==> src/rtl/pio_rd_pkg.sv <==
package pio_rd_pkg;
  typedef enum logic [1:0] {ST_IDLE, ST_SETUP, ST_ACTIVE, ST_GAP} rd_state_e;

  function automatic int ceil_div(input int num, input int den);
    return (num + den - 1) / den;
  endfunction

  function automatic int max2(input int a, input int b);
    return (a > b) ? a : b;
  endfunction

  function automatic int act_cycles(input int clk_ns, input int act_ns, input int dv_ns);
    return max2(ceil_div(act_ns, clk_ns), ceil_div(dv_ns, clk_ns) + 1);
  endfunction

  function automatic int idle_cycles(input int clk_ns, input int gap_ns, input int cyc_ns,
                                     input int act_cyc);
    return max2(max2(ceil_div(gap_ns, clk_ns), ceil_div(cyc_ns, clk_ns) - act_cyc), 1);
  endfunction
endpackage

==> src/rtl/pio_rd_timer.sv <==
module pio_rd_timer #(
  parameter int CW = 4
) (
  input  logic          clk_i,
  input  logic          rst_ni,
  input  logic          load_i,
  input  logic [CW-1:0] load_val_i,
  output logic          expired_o
);
  logic [CW-1:0] cnt_q;

  always_ff @(posedge clk_i or negedge rst_ni) begin
    if (!rst_ni)             cnt_q <= '0;
    else if (load_i)         cnt_q <= load_val_i;
    else if (cnt_q != '0)    cnt_q <= cnt_q - 1'b1;
  end

  assign expired_o = (cnt_q == '0);
endmodule

==> src/rtl/pio_rd_ctrl.sv <==
module pio_rd_ctrl
  import pio_rd_pkg::*;
#(
  parameter int AW       = 7,
  parameter int CW       = 4,
  parameter int ACT_CYC  = 9,
  parameter int IDLE_CYC = 4
) (
  input  logic          clk_i,
  input  logic          rst_ni,
  input  logic          req_valid_i,
  input  logic [AW-1:0] req_addr_i,
  input  logic          expired_i,
  output logic          load_o,
  output logic [CW-1:0] load_val_o,
  output logic          capture_o,
  output logic          ready_o,
  output logic [AW-1:0] bus_addr_o,
  output logic          strobe_no
);
  localparam logic [CW-1:0] ActLoad  = CW'(ACT_CYC - 1);
  localparam logic [CW-1:0] IdleLoad = CW'(IDLE_CYC - 1);

  rd_state_e state_q, state_d;
  logic      accept;

  assign ready_o = (state_q == ST_IDLE);
  assign accept  = ready_o && req_valid_i;

  always_comb begin
    state_d    = state_q;
    load_o     = 1'b0;
    load_val_o = '0;
    capture_o  = 1'b0;
    unique case (state_q)
      ST_IDLE:   if (accept) state_d = ST_SETUP;
      ST_SETUP: begin
        state_d    = ST_ACTIVE;
        load_o     = 1'b1;
        load_val_o = ActLoad;
      end
      ST_ACTIVE: if (expired_i) begin
        state_d    = ST_GAP;
        load_o     = 1'b1;
        load_val_o = IdleLoad;
        capture_o  = 1'b1;
      end
      ST_GAP:    if (expired_i) state_d = ST_IDLE;
      default:   state_d = ST_IDLE;
    endcase
  end

  always_ff @(posedge clk_i or negedge rst_ni) begin
    if (!rst_ni) begin
      state_q    <= ST_IDLE;
      bus_addr_o <= '0;
      strobe_no  <= 1'b1;
    end else begin
      state_q <= state_d;
      if (accept) bus_addr_o <= req_addr_i;
      // both strobes share one flop: they move on the same edge
      strobe_no <= (state_d != ST_ACTIVE);
    end
  end
endmodule

==> src/rtl/pio_rd_capture.sv <==
module pio_rd_capture #(
  parameter int DW = 16
) (
  input  logic          clk_i,
  input  logic          rst_ni,
  input  logic          capture_i,
  input  logic [DW-1:0] bus_data_i,
  output logic          rsp_valid_o,
  output logic [DW-1:0] rsp_data_o
);
  always_ff @(posedge clk_i or negedge rst_ni) begin
    if (!rst_ni) begin
      rsp_valid_o <= 1'b0;
      rsp_data_o  <= '0;
    end else begin
      rsp_valid_o <= capture_i;
      if (capture_i) rsp_data_o <= bus_data_i;
    end
  end
endmodule

==> src/rtl/pio_rd_seq.sv <==
module pio_rd_seq
  import pio_rd_pkg::*;
#(
  parameter int AW            = 7,
  parameter int DW            = 16,
  parameter int CLK_PERIOD_NS = 4,
  parameter int T_ACT_NS      = 32,
  parameter int T_GAP_NS      = 13,
  parameter int T_CYC_NS      = 45,
  parameter int T_DV_NS       = 30
) (
  input  logic          clk_i,
  input  logic          rst_ni,
  input  logic          req_valid_i,
  input  logic [AW-1:0] req_addr_i,
  output logic          req_ready_o,
  output logic          rsp_valid_o,
  output logic [DW-1:0] rsp_data_o,
  output logic [AW-1:0] bus_addr_o,
  output logic          bus_cs_no,
  output logic          bus_rd_no,
  input  logic [DW-1:0] bus_data_i
);
  localparam int ACT_CYC  = act_cycles(CLK_PERIOD_NS, T_ACT_NS, T_DV_NS);
  localparam int IDLE_CYC = idle_cycles(CLK_PERIOD_NS, T_GAP_NS, T_CYC_NS, ACT_CYC);
  localparam int CW       = $clog2(max2(ACT_CYC, IDLE_CYC) + 1);

  logic          load, expired, capture, strobe_n;
  logic [CW-1:0] load_val;

  pio_rd_ctrl #(
    .AW(AW), .CW(CW), .ACT_CYC(ACT_CYC), .IDLE_CYC(IDLE_CYC)
  ) i_ctrl (
    .clk_i      (clk_i),
    .rst_ni     (rst_ni),
    .req_valid_i(req_valid_i),
    .req_addr_i (req_addr_i),
    .expired_i  (expired),
    .load_o     (load),
    .load_val_o (load_val),
    .capture_o  (capture),
    .ready_o    (req_ready_o),
    .bus_addr_o (bus_addr_o),
    .strobe_no  (strobe_n)
  );

  pio_rd_timer #(.CW(CW)) i_timer (
    .clk_i     (clk_i),
    .rst_ni    (rst_ni),
    .load_i    (load),
    .load_val_i(load_val),
    .expired_o (expired)
  );

  pio_rd_capture #(.DW(DW)) i_capture (
    .clk_i      (clk_i),
    .rst_ni     (rst_ni),
    .capture_i  (capture),
    .bus_data_i (bus_data_i),
    .rsp_valid_o(rsp_valid_o),
    .rsp_data_o (rsp_data_o)
  );

  assign bus_cs_no = strobe_n;
  assign bus_rd_no = strobe_n;
endmodule

==> config.mk <==
export PLATFORM = sky130hd
export DESIGN_NAME = pio_rd_seq
export DESIGN_NICKNAME = d
export VERILOG_FILES = /design/src/rtl/pio_rd_pkg.sv /design/src/rtl/pio_rd_timer.sv /design/src/rtl/pio_rd_ctrl.sv /design/src/rtl/pio_rd_capture.sv /design/src/rtl/pio_rd_seq.sv
export SDC_FILE = /design/constraint.sdc
export NUM_CORES = 1
export LEC_CHECK = 0
export ABC_CLOCK_PERIOD_IN_PS = 2820
export BUFFER_PORTS_ARGS = -buffer_cell sky130_fd_sc_hd__buf_4
export CAP_MARGIN = 0
export CORE_ASPECT_RATIO = 1.75
export CORE_MARGIN = 2
export CORE_UTILIZATION = 30
export DETAILED_ROUTE_END_ITERATION = 6
export HOLD_SLACK_MARGIN = 0.02
export PLACE_DENSITY = 0.5
export SYNTH_ARGS = -nofsm -noshare
export SYNTH_HDL_FRONTEND = slang
export SYNTH_SLANG_ARGS = --single-unit
export TNS_END_PERCENT = 20
==> constraint.sdc <==
create_clock -name clk_i -period 2.82 [get_ports clk_i]
set_input_delay 0.141 -clock clk_i [delete_from_list [all_inputs] [get_ports clk_i]]
set_output_delay 0.141 -clock clk_i [all_outputs]
set_load 0.02 [all_outputs]
== Word-level counts from Yosys, hierarchy flattened ==
Index checks and enable logic that the tools add are counted.
Cells by class
  add/sub/neg operators: 1
  multiply operators: 0
  divide/modulo/power cells: 0
  magnitude comparators: 0
  equal/unequal tests: 4
  shift operators: 0
  muxes and demuxes: 11
  bitwise operators: 0
  reduce and logical (&&, ||, !) cells: 5
Operator list (number)
  2-bit 2-to-1 mux: 4
  4-bit 2-to-1 mux: 2
  2-bit case mux with 4 select lines: 1
  4-bit case mux with 2 select lines: 1
  2-bit == test (second input constant): 2
  4-bit logical NOT: 1
  4-bit nonzero test: 1
  4-bit by 1-bit subtractor with 4-bit output (second input constant): 1
  2-bit by 1-bit == test with 1-bit output (second input constant): 1
  2-bit logical NOT: 1
  1-bit 2-to-1 mux: 2
  2-bit inequality test (second input constant): 1
  1-bit case mux with 2 select lines: 1
  2-bit nonzero test: 1
  1-bit logical AND: 1
Word-level totals
  register bits: 31
  latch bits: 0
  RAM bits: 0
  ROM bits: 0
  bits of input ports: 26
  output and inout bits: 27
  memories: 0

== Longest topological paths before layout ==
  depth in word-level cells: 5
  gate-level depth with buffers: 6

== Modules after synthesis ==
Synthesis repeated with hierarchy kept, for this count alone.
Unflattened totals
  cell total of the unflattened synthesis: 103
  area total of the unflattened synthesis: 1472.7 um^2
By module, submodules not included
  pio_rd_capture: instances 1, cells an instance 35, area each 674.4 um^2
  pio_rd_ctrl: instances 1, cells an instance 45, area each 556.8 um^2
  pio_rd_timer: instances 1, cells an instance 22, area each 234.0 um^2
  pio_rd_seq: instances 1, cells an instance 1, area each 7.5 um^2

== Least setup slack after synthesis ==
No wires, ideal clock.
  kind: reg-to-reg
  start: register i_ctrl.state_q[1]
  end: register i_ctrl.state_q[1]
  setup time: 0.127 ns
  arrival time: 1.648 ns
  setup slack: 1.045 ns
  cell stages (with the launch flop): 7
  clock period less this slack: 1.775 ns
  cell sequence: dfrtp_1 > inv_1 > ha_1 > and2_1 > clkbuf_1 > o22ai_1 > or2_2
On the way
  longest elaborated chain between the ends: 4
RTL lines
  start, declared: RTL line pio_rd_ctrl.sv:24  | rd_state_e state_q, state_d;
  start signal, assigned: RTL line pio_rd_ctrl.sv:59  | state_q <= state_d;
  2-bit logical NOT *: RTL line pio_rd_ctrl.sv:27  | assign ready_o = (state_q == ST_IDLE);
  via req_ready_o: RTL line pio_rd_seq.sv:16  | output logic req_ready_o,
  1-bit logical AND: RTL line pio_rd_ctrl.sv:28  | assign accept = ready_o && req_valid_i;
  2-bit 2-to-1 mux: RTL line pio_rd_ctrl.sv:36  | ST_IDLE: if (accept) state_d = ST_SETUP;
  2-bit case mux with 4 select lines *: RTL line pio_rd_ctrl.sv:35  | unique case (state_q)
  via i_ctrl.state_d[1]: RTL line pio_rd_ctrl.sv:24
The timed path passes the listed nets; every way through them passes the cells marked *.
A chain may end at the register's enable or synchronous reset.

== Worst setup path after layout ==
  start: register i_timer.cnt_q[0]
  end: register i_timer.cnt_q[3]
On the way
  longest elaborated chain between the ends: 4
RTL lines
  start, declared: RTL line pio_rd_timer.sv:10  | logic [CW-1:0] cnt_q;
  start signal, assigned: RTL line pio_rd_timer.sv:14  | else if (load_i) cnt_q <= load_val_i;
  start signal, assigned: RTL line pio_rd_timer.sv:15  | else if (cnt_q != '0) cnt_q <= cnt_q - 1'b1;
  branches (longest 4 deep; another with 4-bit by 1-bit subtractor with 4-bit output)
Parallel ways; which one is timed is not known. The select of a mux whose other input is x is not followed.

==> results list <==
* Core outline area: 4670 um2
- The clock reaches the later pin of the worst-skew pair after about 0.27 ns.
* Beginning of the worst hold path: bus_data_i[14]
- The final-report hold violation count is 0.
- Relative area change from synthesis to final layout: 37.8%
* Final setup vio count: 0
* Via count of the first global-routing pass: 1055
- Largest clock skew in the final design: 0.00796 ns
- CP Data Required Time: 2.98 ns
- For this run, the number of Yosys warnings is 0.
* Clock H-tree levels: 2
- Filler cells: 445
* EDFF count, synth: 0
* Worst IR Drop VDD: 580 uV
- Counting flops and latches in the post-synthesis netlist gives 31.
- Once detail routing completed, the nets flagged for antenna violations numbered 0.
- Outcome: finished, final reports clean
- The first routing iteration left 11 violations.
* Area of all sequential standard cells: 777 um2
* Final period demand of the worst path: 1.85 ns
* Standard-cell rows: 33
- For the pin with the worst max-slew slack, the measured transition is 0.534 ns.
- DR pass1 iterations: 2
* Setup crit end kind: register
* CTS Root Buffer Type: clkbuf_8
- Synthesized Nets: 136
* Nets@finish: 193
* Port Buf Inserts: 52
- Internal power: 0.00156 W
- Mean number of vias per cell: 4.72
* Total Neg Setup Slack: 0 ns
- In this run the worst path has a maximum fanout of 18.
- Number of buffers created by CTS: 5
* Combined area of the multi-input logic cells: about 600 um2
- TritonCTS clock tree: done
* Reg-to-Reg Start: i_timer.cnt_q[0]
- WL per Instance: 14.8 um
* Buffer levels on the longest clock path: 2
* CTS Sinks: 31
* Proportion of synthesized flip-flops having asynchronous set or reset: 1.00
- Dividing the final minimum period by the clock period gives 0.655.
- Antenna violations before repair: 0
- Gpl congestion: 0.750
* Power density over cell area: 1240 nW/um2
* Fraction of power consumed by sequential logic: 0.333
* Finished Core Util: 0.426
* Terminating pin of the worst hold path: i_capture.rsp_data_o[14]
- Drt drc: 0
- Portion of total power attributed to combinational logic: 0.502
* Tightest slew margin relative to the limit: 0.643
* Reg2Reg Depth: 6
- For this configuration, the core starts out at a cell density of 0.309.
* Detailed Route WL: 3120 um
- Along the worst hold path, the cell count comes to 2.
- Summed over all nets, the half-perimeter wirelength after detailed placement is 2310 um.
- Startpoint type of the worst setup path: register
- Predominant post-synthesis flop cell: dfrtp_1
- Final Max Slew Viols: 0
- The floorplan step defined a die boundary enclosing 5410 um2.
- In this run the post-CTS setup repair buffer count came out at 0.
* Number of different library cells in the post-synthesis netlist: 27
- Via count: between 900 and 1000
- The number of antenna diodes in the final layout is 0.
- Critical Setup Path Class: register to register
- The first global-routing pass estimated 5110 um of wire.
* Die outline width: 56.4 um
- Vert. Die Dim: 95.8 um
- Psw: 0.000907 W
- Leftover overflow at the end of global routing: 0
- Based on the critical path, the design can be clocked at up to 0.542 GHz.
* Switching power as a share of total power: 0.368
- Clock share of power: 0.165
* Clock transition at the registers of the reported paths: 0.06 ns
- GRT Util Overall: 0.124
* Setup repair after global routing missed its margin: false
- Entering global routing, the biggest net connects 32 pins.
- Endpoint of the most critical register-to-register path: i_timer.cnt_q[3]
- Top Ports: 53
- Avg Synthesized Cell Area: between 10 and 15 um2
* Total of max-cap violations: 0
- Internal reg-to-reg setup slack: 0.97 ns
* Type of the most critical hold path: primary input to register
* CP Data Arrival Time: 2.00 ns
- Summing every instance area after synthesis gives about 1400 um2.
* Share of synthesized area occupied by flip-flops and latches: 0.538
* Static Leakage: 0.959 nW
- Of the cells placed in the final design, the portion with a size suffix greater than 1 is 0.553.
* Post-synthesis cell count: around 100
## power groups by stage
stage | logic [W] | clock network (W) | registers, W
floorplan | 0.000605 | 0 | 0.00101
global placement | 0.00123 | 0 | 0.000820
detailed placement | 0.00125 | 0 | 0.000827
CTS | 0.00125 | 0.000425 | 0.000826
global route | 0.00133 | 0.000443 | 0.000858
finish | 0.00124 | 0.000407 | 0.000820
## per-stage QoR
stage          instance area (um2)  instances  power (W)  hold slack, ns  setup slack [ns]
3_3_place_gp                  1880        203    0.00205          0.0969              1.01
4_1_cts                       1990        211    0.00251          0.0868             0.938
2_1_floorplan                 1440        102    0.00161          -0.155              1.04
5_1_grt                       1990        211    0.00263          0.0912             0.809
3_5_place_dp                  1880        203    0.00208           0.104             0.947
6_report                      1990        211    0.00246           0.100             0.974
## timing repair
action                    CTS  global route
resized for setup           0             0
hold endpoints to repair   30             0
hold buffers                1             0
## synth_stat cells, types with 2 or more instances
| cell | number | area [um2] |
|---|---|---|
| inv_1 | 5 | 18.8 |
| mux2_4 | 10 | 150 |
| mux2_2 | 15 | 169 |
| o21ai_0 | 2 | 10.0 |
| dfrtp_1 | 30 | 751 |
| buf_4 | 2 | 15.0 |
| nand2_1 | 2 | 7.51 |
| a21oi_1 | 4 | 20.0 |
| nor3_1 | 3 | 15.0 |
| ha_1 | 8 | 100 |
| o22ai_1 | 3 | 18.8 |
| nor2_1 | 2 | 7.51 |
| nor3b_1 | 2 | 15.0 |
## cells in the final DEF, fill, tap and decap left out, types with 2 or more instances in the layout
cell type,synthesis,routed
o22ai_1,3,3
buf_4,2,53
nor3b_1,2,2
inv_1,5,5
mux2_2,15,15
nand2_1,2,2
mux2_4,10,10
dfrtp_1,30,30
clkbuf_8,0,5
nor3_1,3,3
nor2_1,2,2
ha_1,8,8
o21ai_0,2,2
a21oi_1,4,4
## per-layer routing
metal	track usage	wire length, um	part of all wire	up-vias
met4	0.0556	51	0.016	0
li1	-	-	-	473
met5	0	0	0	-
met3	0.0349	159	0.051	4
met2	0.213	1730	0.56	37
met1	0.142	1180	0.38	481
## worst max-delay path, stage by stage, from the launching register on
cell      delay [ns]
dfrtp_1         0.42
inv_1           0.09
ha_1            0.22
nor4bb_4        0.29
buf_4           0.33
o21ai_2         0.09
mux2_4          0.29
## area by class of cell
cell class,instances,share of cell area
well taps,52,0.0327
multi-input cells,62,0.311
clock buffers,6,0.0365
repair buffers,54,0.205
flip-flops and latches,31,0.391
clock inverters,1,0.0151
inverters,5,0.00943
## worst max-delay path by stage
stage                            startpoint  depth (start not counted)                end  slack (ns)
after floorplan           i_ctrl.state_q[1]                          6  i_ctrl.state_q[1]        1.04
after global placement     i_timer.cnt_q[0]                          6   i_timer.cnt_q[3]        1.01
after detailed placement   i_timer.cnt_q[0]                          6   i_timer.cnt_q[3]        0.95
after CTS                  i_timer.cnt_q[0]                          6   i_timer.cnt_q[3]        0.94
after global routing       i_timer.cnt_q[0]                          6   i_timer.cnt_q[3]        0.81
final                      i_timer.cnt_q[0]                          6   i_timer.cnt_q[3]        0.97
## kinds of logic (layout without fill, tap and decap cells)
| family | Yosys count | in the layout | share of synthesized area |
|---|---|---|---|
| buffers and inverters | 9 | 66 | 0.0399 |
| XOR/XNOR | 1 | 1 | 0.00607 |
| AND/OR/NAND/NOR | 16 | 16 | 0.0745 |
| AO/OA/AOI/OAI | 12 | 12 | 0.0511 |
| adder cells (fa/ha/maj) | 8 | 8 | 0.0693 |
| multiplexers | 25 | 25 | 0.221 |
| flip-flops | 31 | 31 | 0.538 |
## sequential cells by signal, indices dropped and copies added, names as in the netlist
signal and count:
i_timer.cnt_q 4, i_capture.rsp_valid_o 1, i_capture.rsp_data_o 16, i_ctrl.state_q 2
i_ctrl.bus_addr_o 7, i_ctrl.strobe_no 1
No activity file was read; power rests on OpenSTA's default activity.
